<file path="config.mk">
export PLATFORM = sky130hd
export DESIGN_NAME = hsec_codec
export DESIGN_NICKNAME = d
export VERILOG_FILES = /design/src/rtl/hsec_pkg.sv /design/src/rtl/hsec_parity_gen.sv /design/src/rtl/hsec_repair.sv /design/src/rtl/hsec_codec.sv
export SDC_FILE = /design/constraint.sdc
export NUM_CORES = 1
export LEC_CHECK = 0
export BUFFER_PORTS_ARGS = -buffer_cell sky130_fd_sc_hd__buf_2
export CAP_MARGIN = 20
export CORE_MARGIN = 8
export CORE_UTILIZATION = 38
export DETAILED_ROUTE_END_ITERATION = 7
export PLACE_DENSITY = 0.87
export SLEW_MARGIN = 15
export SYNTH_ARGS = -nofsm -noshare
export SYNTH_HDL_FRONTEND = slang
export SYNTH_SLANG_ARGS = --single-unit
</file>
<file path="constraint.sdc">
create_clock -name vclk -period 2.7
set_input_delay 0.54 -clock vclk [all_inputs]
set_output_delay 0.54 -clock vclk [all_outputs]
set_load 0.02 [all_outputs]
</file>
<file path="src/rtl/hsec_pkg.sv">
package hsec_pkg;

  localparam int DATA_W = 16;

  // Smallest number of check bits r with 2^r >= data bits + r + 1.
  function automatic int chk_width(input int dw);
    int r;
    r = 1;
    while ((1 << r) < dw + r + 1) r++;
    return r;
  endfunction

  // Codeword position (1-based) of data bit idx: the idx-th non power of two.
  function automatic int data_pos(input int idx);
    int cnt;
    cnt = 0;
    for (int p = 3; p < 4096; p++) begin
      if ((p & (p - 1)) != 0) begin
        if (cnt == idx) return p;
        cnt++;
      end
    end
    return 0;
  endfunction

endpackage

</file>
<file path="src/rtl/hsec_parity_gen.sv">
// XOR tree: check bit k covers every data bit whose position has bit k set.
module hsec_parity_gen #(
  parameter int DW = hsec_pkg::DATA_W,
  localparam int CW = hsec_pkg::chk_width(DW)
) (
  input  logic [DW-1:0] data_i,
  output logic [CW-1:0] check_o
);

  for (genvar k = 0; k < CW; k++) begin : g_chk
    logic [DW-1:0] covered;
    for (genvar i = 0; i < DW; i++) begin : g_bit
      localparam int POS = hsec_pkg::data_pos(i);
      localparam bit TAKE = ((POS >> k) & 1) != 0;
      if (TAKE) begin : g_on
        assign covered[i] = data_i[i];
      end else begin : g_off
        assign covered[i] = 1'b0;
      end
    end
    assign check_o[k] = ^covered;
  end

endmodule

</file>
<file path="src/rtl/hsec_repair.sv">
// Turns a syndrome into a single-bit flip mask and the two status flags.
module hsec_repair #(
  parameter int DW = hsec_pkg::DATA_W,
  localparam int CW = hsec_pkg::chk_width(DW),
  localparam int CODE_LEN = DW + CW
) (
  input  logic [CW-1:0] syndrome_i,
  input  logic [DW-1:0] data_i,
  output logic [DW-1:0] data_o,
  output logic          fixed_o,
  output logic          fatal_o
);

  logic [DW-1:0] flip;
  logic          nonzero;
  logic          in_range;

  for (genvar i = 0; i < DW; i++) begin : g_flip
    localparam int POS = hsec_pkg::data_pos(i);
    assign flip[i] = (syndrome_i == CW'(POS));
  end

  assign nonzero  = |syndrome_i;
  assign in_range = int'(syndrome_i) <= CODE_LEN;
  assign fixed_o  = nonzero && in_range;
  assign fatal_o  = !in_range;
  assign data_o   = data_i ^ flip;

endmodule

</file>
<file path="src/rtl/hsec_codec.sv">
// Encode half and correct half side by side; no clock, no state.
module hsec_codec #(
  parameter int DW = hsec_pkg::DATA_W,
  localparam int CW = hsec_pkg::chk_width(DW)
) (
  input  logic [DW-1:0] enc_data_i,
  output logic [CW-1:0] enc_check_o,
  input  logic [DW-1:0] fix_data_i,
  input  logic [CW-1:0] fix_check_i,
  output logic [CW-1:0] fix_syndrome_o,
  output logic [DW-1:0] fix_data_o,
  output logic          fix_fixed_o,
  output logic          fix_fatal_o
);

  logic [CW-1:0] recomputed;

  hsec_parity_gen #(.DW(DW)) u_enc_par (
    .data_i (enc_data_i),
    .check_o(enc_check_o)
  );

  hsec_parity_gen #(.DW(DW)) u_fix_par (
    .data_i (fix_data_i),
    .check_o(recomputed)
  );

  assign fix_syndrome_o = recomputed ^ fix_check_i;

  hsec_repair #(.DW(DW)) u_repair (
    .syndrome_i(fix_syndrome_o),
    .data_i    (fix_data_i),
    .data_o    (fix_data_o),
    .fixed_o   (fix_fixed_o),
    .fatal_o   (fix_fatal_o)
  );

endmodule

</file>
==> flow_summary.json <==
{
  "die_w_um": 63.3,
  "crit_family": "XOR/XNOR gates",
  "overflow": 0,
  "stdcell_area_um2": 1830,
  "fmax_mhz": 334,
  "slew_viol_final": 0,
  "viasPerCell": 4.87,
  "synth_area_um2": 851,
  "place_ws_ns": -0.290,
  "min_period_over_period": 1.11,
  "n_antenna_cell": 0,
  "dr.pass1.iters": 4,
  "grt_first_pass_wirelength_um": 5990,
  "max-vdd-ir-drop_mv": 0.551,
  "worst_pin_slew_ns": 0.535,
  "synth_fa_ha_area_frac": 0,
  "core_area_um2": 2170,
  "area.growth.synth_to_final_pct": 115,
  "yosys.area_share.simple": 0.171,
  "drc": 0,
  "synth_compound_area_frac": 0.0147,
  "syn-num-nets": 139,
  "die_h_um": 63.3,
  "avgSynthCellArea_um2": 8.34,
  "cp_slowest_cell": "xnor3_2",
  "antenna_found_initial": 0,
  "routabilityCongestion": 0.905,
  "num_vias": 1105,
  "io_pins": 65,
  "p_leak_nw": 0.891,
  "hold_path.class": "in -> out",
  "slowest_delay_ns": 0.45,
  "synth_xor_area_frac": 0.806,
  "rsz0062_at_grt": "yes",
  "cellPowerDensity_nw_per_um2": 711,
  "seq_area_frac_synth": 0,
  "grt_max_degree": 8,
  "yosys.area.top_type": "xnor2_1",
  "period_needed_ns": 2.99,
  "crit_chain": "buf_6, xnor3_2, xnor2_2, xnor3_2, nor3b_4, nand2_1, xnor2_2, buf_4",
  "rows": 17,
  "syn_inst": 102,
  "status": "finished with violations",
  "hold_viol": 0,
  "io_buffers": 65,
  "maxCapViolations": 0,
  "muxShareOfSynthArea": 0,
  "grt_pass1_vias": 1236,
  "postPlaceCellArea_um2": 1570,
  "layout.nets": 238,
  "hpwl_um": 2700,
  "slew_headroom": 0.642,
  "wl_um": 4000,
  "setup_slack_ns": -0.290,
  "arrival_ns": 2.45,
  "synthTopCellsByArea": "xnor2_1, xor2_1, xnor3_1, nand2_1, xnor3_2",
  "drtIter0Drc": 13,
  "grt_util_all_layers": 0.181,
  "synthDistinctLibCells": 16,
  "startpoint_type": "input pin",
  "worst-path-buf-inv": 2,
  "ant_nets": 0,
  "flops_and_latches": 0,
  "worstPathRequired_ns": 2.16,
  "drive_gt1_frac": 0.744,
  "synth_top_family_by_area": "XOR/XNOR gates",
  "cp_max_fo": 7,
  "seqCellArea_um2": 0,
  "setup_viol": 19,
  "start_util": 0.392,
  "failed_checks": "negative setup slack",
  "yosysWarnings": 0,
  "wl_per_cell_um": 17.6,
  "worstSetupEndpointType": "output pin",
  "critPathKind": "in -> out",
  "yosysTopAreaCellShare": 0.566,
  "die-area_um2": 4010,
  "clock_buffers": 0
}
## worst paths after layout
path | end | depth (start not counted) | from
worst max-delay path | fix_data_o[15] | 8 | fix_data_i[10]
worst min-delay path | enc_check_o[4] | 3 | enc_data_i[11]
## through the flow
stage	total power, mW	hold slack (ns)	std cells	utilization	setup TNS [ns]
after floorplan	0.624	1.18	102	-	0
after global placement	0.959	1.39	221	0.725	-2.62
after detailed placement	0.985	1.40	221	0.725	-3.91
after CTS	1.15	1.41	223	0.806	-1.35
after global routing	1.37	1.41	227	0.844	-5.68
final	1.30	1.40	227	0.844	-4.03
## cell usage after synthesis
cell,instances
nor3b_1,2
and3_2,1
xnor3_2,1
a21oi_1,1
nor2_1,2
nor3_2,1
a21boi_0,1
nand2_1,17
inv_1,2
xor2_1,11
xnor2_2,1
and2_1,2
xnor2_1,55
nor3_4,1
nor3b_2,1
xnor3_1,3
## layout by cell type (no fill, tap or decap)
master and n:
and3_2 1, a21oi_2 1, and2_4 2, inv_2 2, buf_4 45, xor2_2 1, xnor2_2 18, xor2_1 9
nand2_1 7, nor2_4 1, nor3b_2 1, xor2_4 1, nor2_2 1, xnor3_2 4, a21boi_2 1, xnor2_4 3
nor3b_4 2, buf_6 9, buf_2 43, nor3_4 2, nand2_2 10, xnor2_1 35
## report_power, final
| part | leakage (nW) | internal [mW] | switching (mW) | total (mW) |
|---|---|---|---|---|
| Combinational | 0.891 | 0.606 | 0.696 | 1.30 |
| Clock | 0 | 0 | 0 | 0 |
| Sequential | 0 | 0 | 0 | 0 |
| Total | 0.891 | 0.606 | 0.696 | 1.30 |
## timing repair
action | CTS | global route
hold buffers | 0 | 0
setup buffers | 3 | 4
gates resized for setup | 44 | 16
endpoints found under the setup margin | 18 | 19
pin swaps | 13 | 12
## cell families after synthesis
group,count (synthesis)
xor+xnor,71
compound gates,2
simple gates,27
buf+inv,2
## cell type report
| type | instances | area, µm² |
|---|---|---|
| fill | 98 | 339 |
| inverter | 2 | 7.51 |
| multi-input combinational | 100 | 1130 |
| tap | 28 | 35.0 |
| timing repair buffer | 97 | 654 |
## metal layers
metal  wire length [µm]  track usage
met1               1460        0.174
met2               2120        0.353
met3                271       0.0495
met4                148       0.0669
met5                  0            0
Note: power is estimated with default switching activity, not from simulation.
